### src/rtl/dsg_pkg.sv
package dsg_pkg;
  localparam int DSG_NPIN = 7;
  localparam int DSG_LW   = 12;
  localparam int DSG_FW   = 10;
  localparam int DSG_DW   = 8;
  localparam int DSG_PW   = 16;

  typedef enum logic {
    REF_LINE  = 1'b0,
    REF_FRAME = 1'b1
  } ref_src_e;
endpackage

### src/rtl/dsg_timebase.sv
module dsg_timebase #(
  parameter int LW = 12,
  parameter int FW = 10,
  parameter int DW = 8
) (
  input  logic          clk,
  input  logic          rst_n,
  input  logic [LW-1:0] line_period,
  input  logic [FW-1:0] frame_period,
  input  logic [DW-1:0] pix_period,
  output logic          line_evt_nxt,
  output logic          frame_evt_nxt,
  output logic          pix_evt_nxt
);
  logic [LW-1:0] lc_q, lc_d;
  logic [FW-1:0] fc_q, fc_d;
  logic [DW-1:0] dc_q, dc_d;
  logic          line_last, frame_last, pix_last, fc_en;

  // next-state logic
  always_comb begin
    line_last  = (line_period <= LW'(1)) || (lc_q >= line_period - LW'(1));
    frame_last = (frame_period <= FW'(1)) || (fc_q >= frame_period - FW'(1));
    pix_last   = (pix_period <= DW'(1)) || (dc_q >= pix_period - DW'(1));
    lc_d       = line_last ? '0 : lc_q + LW'(1);
    fc_en      = line_last;
    fc_d       = frame_last ? '0 : fc_q + FW'(1);
    dc_d       = pix_last ? '0 : dc_q + DW'(1);
  end

  assign line_evt_nxt  = line_last;
  assign frame_evt_nxt = line_last && frame_last;
  assign pix_evt_nxt   = pix_last;

  // state registers
  always_ff @(posedge clk or negedge rst_n) begin
    if (!rst_n) begin
      lc_q <= '0;
      fc_q <= '0;
      dc_q <= '0;
    end else begin
      lc_q <= lc_d;
      if (fc_en) fc_q <= fc_d;
      dc_q <= dc_d;
    end
  end


  line_bound_chk: assert property (@(posedge clk) disable iff (!rst_n)
    ($stable(line_period) && (line_period > LW'(1))) |-> (lc_q < line_period));


  frame_step_chk: assert property (@(posedge clk) disable iff (!rst_n)
    !$stable(fc_q) |-> (lc_q == '0));


  pix_bound_chk: assert property (@(posedge clk) disable iff (!rst_n)
    ($stable(pix_period) && (pix_period > DW'(1))) |-> (dc_q < pix_period));
endmodule

### src/rtl/dsg_edge_gen.sv
module dsg_edge_gen #(
  parameter int CW = 16,
  localparam int OW = CW + 1
) (
  input  logic          clk,
  input  logic          rst_n,
  input  logic          start_nxt,
  input  logic [OW-1:0] up,
  input  logic [OW-1:0] down,
  output logic          wave
);
  logic [CW-1:0] pc_q, pc_d;
  logic [OW-1:0] t_even, t_odd;
  logic          want_even, want_odd;
  logic          p_q, p_d, n_q, n_d;

  // next-state logic: position counter and window compare per half-cycle
  always_comb begin
    if (start_nxt)   pc_d = '0;
    else if (&pc_q)  pc_d = pc_q;
    else             pc_d = pc_q + CW'(1);
    t_even    = {pc_d, 1'b0};
    t_odd     = {pc_q, 1'b1};
    want_even = (t_even >= up) && (t_even < down);
    want_odd  = (t_odd >= up) && (t_odd < down);
    p_d       = want_even ^ n_q;
    n_d       = want_odd ^ p_q;
  end

  always_ff @(posedge clk or negedge rst_n) begin
    if (!rst_n) begin
      pc_q <= '0;
      p_q  <= 1'b0;
    end else begin
      pc_q <= pc_d;
      p_q  <= p_d;
    end
  end

  always_ff @(negedge clk or negedge rst_n) begin
    if (!rst_n) n_q <= 1'b0;
    else        n_q <= n_d;
  end

  // only one of the two registers changes at each edge, so the xor never glitches
  assign wave = p_q ^ n_q;


  flat_low_chk: assert property (@(posedge clk) disable iff (!rst_n)
    ($stable(up) && $stable(down) && (up >= down)) |-> !wave);


  count_step_chk: assert property (@(posedge clk) disable iff (!rst_n)
    (!start_nxt && !(&pc_q)) |=> (pc_q == $past(pc_q) + CW'(1)));
endmodule

### src/rtl/disp_sync_wavegen.sv
module disp_sync_wavegen
  import dsg_pkg::*;
#(
  parameter int NPIN = DSG_NPIN,
  parameter int LW   = DSG_LW,
  parameter int FW   = DSG_FW,
  parameter int DW   = DSG_DW,
  parameter int PW   = DSG_PW
) (
  input  logic                     clk,
  input  logic                     rst_n,
  input  logic [LW-1:0]            line_period,
  input  logic [FW-1:0]            frame_period,
  input  logic [DW-1:0]            pix_period,
  input  logic [DW:0]              pix_up,
  input  logic [DW:0]              pix_down,
  input  logic [NPIN-1:0][PW:0]    pin_up,
  input  logic [NPIN-1:0][PW:0]    pin_down,
  input  logic [NPIN-1:0]          pin_sel,
  output logic                     pix_clk_o,
  output logic [NPIN-1:0]          pin_o
);
  logic [1:0] rst_pipe;
  logic       rst_int_n;
  logic       line_evt_nxt, frame_evt_nxt, pix_evt_nxt;

  // asynchronous assertion, synchronous release
  always_ff @(posedge clk or negedge rst_n) begin
    if (!rst_n) rst_pipe <= 2'b00;
    else        rst_pipe <= {rst_pipe[0], 1'b1};
  end
  assign rst_int_n = rst_pipe[1];

  dsg_timebase #(.LW(LW), .FW(FW), .DW(DW)) u_tb (
    .clk           (clk),
    .rst_n         (rst_int_n),
    .line_period   (line_period),
    .frame_period  (frame_period),
    .pix_period    (pix_period),
    .line_evt_nxt  (line_evt_nxt),
    .frame_evt_nxt (frame_evt_nxt),
    .pix_evt_nxt   (pix_evt_nxt)
  );

  dsg_edge_gen #(.CW(DW)) u_pix (
    .clk       (clk),
    .rst_n     (rst_int_n),
    .start_nxt (pix_evt_nxt),
    .up        (pix_up),
    .down      (pix_down),
    .wave      (pix_clk_o)
  );

  for (genvar k = 0; k < NPIN; k++) begin : g_pin
    logic start_k;
    assign start_k = (ref_src_e'(pin_sel[k]) == REF_FRAME) ? frame_evt_nxt : line_evt_nxt;
    dsg_edge_gen #(.CW(PW)) u_edge (
      .clk       (clk),
      .rst_n     (rst_int_n),
      .start_nxt (start_k),
      .up        (pin_up[k]),
      .down      (pin_down[k]),
      .wave      (pin_o[k])
    );
  end
endmodule

### config.mk
export PLATFORM = sky130hd
export DESIGN_NAME = disp_sync_wavegen
export DESIGN_NICKNAME = d
export VERILOG_FILES = /design/src/rtl/dsg_pkg.sv /design/src/rtl/dsg_timebase.sv /design/src/rtl/dsg_edge_gen.sv /design/src/rtl/disp_sync_wavegen.sv
export SDC_FILE = /design/constraint.sdc
export NUM_CORES = 1
export LEC_CHECK = 0
export ABC_AREA = 1
export BUFFER_PORTS_ARGS = -buffer_cell sky130_fd_sc_hd__clkbuf_2
export CAP_MARGIN = 10
export CORE_MARGIN = 2
export CORE_UTILIZATION = 45
export CTS_CLUSTER_DIAMETER = 80
export DETAILED_ROUTE_END_ITERATION = 6
export HOLD_SLACK_MARGIN = 0.08
export MAX_ROUTING_LAYER = met4
export PLACE_DENSITY_LB_ADDON = 0.15
export SLEW_MARGIN = 20
export SYNTH_ARGS = -nofsm -noshare
export SYNTH_HDL_FRONTEND = slang
export SYNTH_SLANG_ARGS = --single-unit
### constraint.sdc
create_clock -name clk -period 5.5 [get_ports clk]
set_input_delay 1.1 -clock clk [delete_from_list [all_inputs] [get_ports clk]]
set_output_delay 1.1 -clock clk [all_outputs]
set_load 0.005 [all_outputs]
==> reports/metrics.cfg <==
[run_status]
status=finished clean

[synthesis]
mappedNetlistNets=4056
yosys-top-cells-area=ha_1, dfrtp_1, nand2_1, inv_1, a21oi_1
yosys.area_share.simple=0.275
synth-compound-area-share=0.0958
synth_cell_types=43
synth_area_um2=22100
synth_top_family_by_area=adder cells
yosysSeqAreaShare=0.190
async_flop_share=1.00
synth_area_leader_cell=ha_1
synth_fa_ha_area_frac=0.294
dominantRegCellSynth=dfrtp_1
synth_top_area_share=0.294
synth_mux_area_frac=0.000510
synth.avg_cell_area_um2=6.81
synth-seq-cells=168
yosys_warnings=0
synth-edff-count=0
synth_cells=3242
synthXorXnorAreaFrac=0.0309

[pwr]
power_density_nw_per_um2=271
p_leak_nw=15.5
finalPower_mw=6.77
peakVddDrop_mv=0.244

[detailed_routing]
wl_um=57700
ant_nets=0
route.detailed.drc=0
wire_per_inst_um=13.6
drtIter0Drc=933
vias=20351
via_per_inst=4.80
first_pass_iters=5

[cells_and_area]
fill_cells=5078
multi_input_area_um2=15400
layout.nets=4368
regArea_um2=4210
utilization=0.513
drive_gt1_frac=0.112
layout_commonest_cell=nand2_1
layout_common_cells=nand2_1, inv_1, ha_1
fin_area_um2=25000
synthToLayoutAreaGrowth_pct=13.3

[setup_path]
arrival_ns=4.04
critPathRequiredTime_ns=4.40
path_max_fanout=3
worstSetupStartpointType=flop
worst-setup-path-type=reg2out
worst_setup_path_end_kind=output port

[place]
post_dp_cell_area_um2=24400
place_congestion=0.875
portBuffers=302
post-place-ws_ns=0.101
hpwl_um=48600

[global_route]
grt_pass1_wl_um=95900
overflow=0
grt_antenna_before_repair=5
grt_max_degree=56
grt_pass1_vias=19509
grt_usage=0.241

[sta]
setup_viol_count_final=0
finalHoldViolations=0
slew_headroom=0.507
rsz0062_at_grt=false
setup_slack_ns=0.356
clock_skew_ns=0.0483
drv_slew=0
worst_slew_pin_slew_ns=0.740
setup_tns_ns=0

[clocking]
clockBufferDepth=2
cts-root-buf=clkbuf_16
cts_resized=0
path_clk_slew_ns=0.07
cts_tree=yes
post_cts_buffers=0
clock_sinks=168
cts_max_level=4
insertion_delay_ns=0.48
numCtsBuffers=17
hold_buffers=0

[worst_hold_path]
min_path_type=reg2async

[floorplanning]
core_um2=48700
dieArea_um2=50900
die_height_um=226
fp-row-count=81
die_x_um=226
boundaryPins=303
initial_core_util=0.453

[job]
drv_cap=0

==> through the flow <==
stage | std cells | hold slack [ns]
floorplan | 3242 | 0.331
detailed placement | 4199 | 0.341
finish | 4236 | 0.357
global route | 4236 | 0.361
CTS | 4231 | 0.360
global placement | 4199 | 0.335
==> final cells by class <==
class	count	share of cell area
well taps	664	0.0332
multi-input cells	2422	0.614
inverters	626	0.0939
diodes	5	0.000500
flip-flops and latches	168	0.168
repair buffers	319	0.0655
clock buffers	18	0.0171
clock inverters	14	0.00740
==> sequential cells by signal (all words and copies together) (netlist names) <==
register / cells
u_pix.pc_q: 8
g_pin.u_edge.n_q: 7
u_pix.n_q: 1
g_pin.u_edge.p_q: 7
g_pin.u_edge.pc_q: 112
u_tb.dc_q: 8
rst_pipe: 2
u_tb.lc_q: 12
u_pix.p_q: 1
u_tb.fc_q: 10
==> final timing paths <==
check	start	end	slack, ns	cells past startpoint
min in group clk	rst_pipe[0]	rst_pipe[1]	0.36	0
max	g_pin[3].u_edge.n_q	pin_o[3]	0.36	2
max reg2reg	g_pin[3].u_edge.pc_q[7]	g_pin[3].u_edge.n_q	0.76	11
max in group asynchronous	rst_pipe[1]	g_pin[0].u_edge.n_q	2.02	0
min	rst_pipe[1]	g_pin[3].u_edge.pc_q[14]	0.36	0
min reg2reg	rst_pipe[1]	g_pin[3].u_edge.pc_q[14]	0.36	0
==> worst max-delay path, cell delays in order, from the launching register on <==
cell      delay (ns)
dfrtn_1         0.45
xor2_1          0.24
clkbuf_2        0.18
==> routing by layer <==
| metal | up-vias | GRT usage | wire (µm) |
|---|---|---|---|
| li1 | 11138 | - | - |
| met2 | 293 | 0.400 | 26500 |
| met4 | 0 | 0.0402 | 482 |
| met5 | - | - | 0 |
| met1 | 8892 | 0.317 | 28700 |
| met3 | 28 | 0.0321 | 1940 |
==> synthesized netlist by cell type (25+ instances only) <==
library cell / count
or2_2: 25
o21ai_0: 100
nor2_1: 222
nor3_1: 76
ha_1: 519
nand2_1: 818
dfrtp_1: 160
inv_1: 624
xor2_1: 54
nand3_1: 183
nand4_1: 56
a21oi_1: 240
==> power by group <==
| group | switching [mW] | internal (mW) |
|---|---|---|
| registers | 0.456 | 1.51 |
| clock network | 0.601 | 0.728 |
| logic | 2.05 | 1.42 |
==> cells by family (layout without fill, tap and decap cells) <==
| logic type | Yosys count | in the layout |
|---|---|---|
| buffers and inverters | 652 | 977 |
| adder cells (fa/ha/maj) | 519 | 519 |
| flip-flops | 168 | 168 |
| multiplexers | 1 | 1 |
| AND/OR/NAND/NOR | 1430 | 1430 |
| other | 1 | 6 |
| AO/OA/AOI/OAI | 393 | 393 |
| XOR/XNOR | 78 | 78 |
Power figures use the tool's default switching activity.
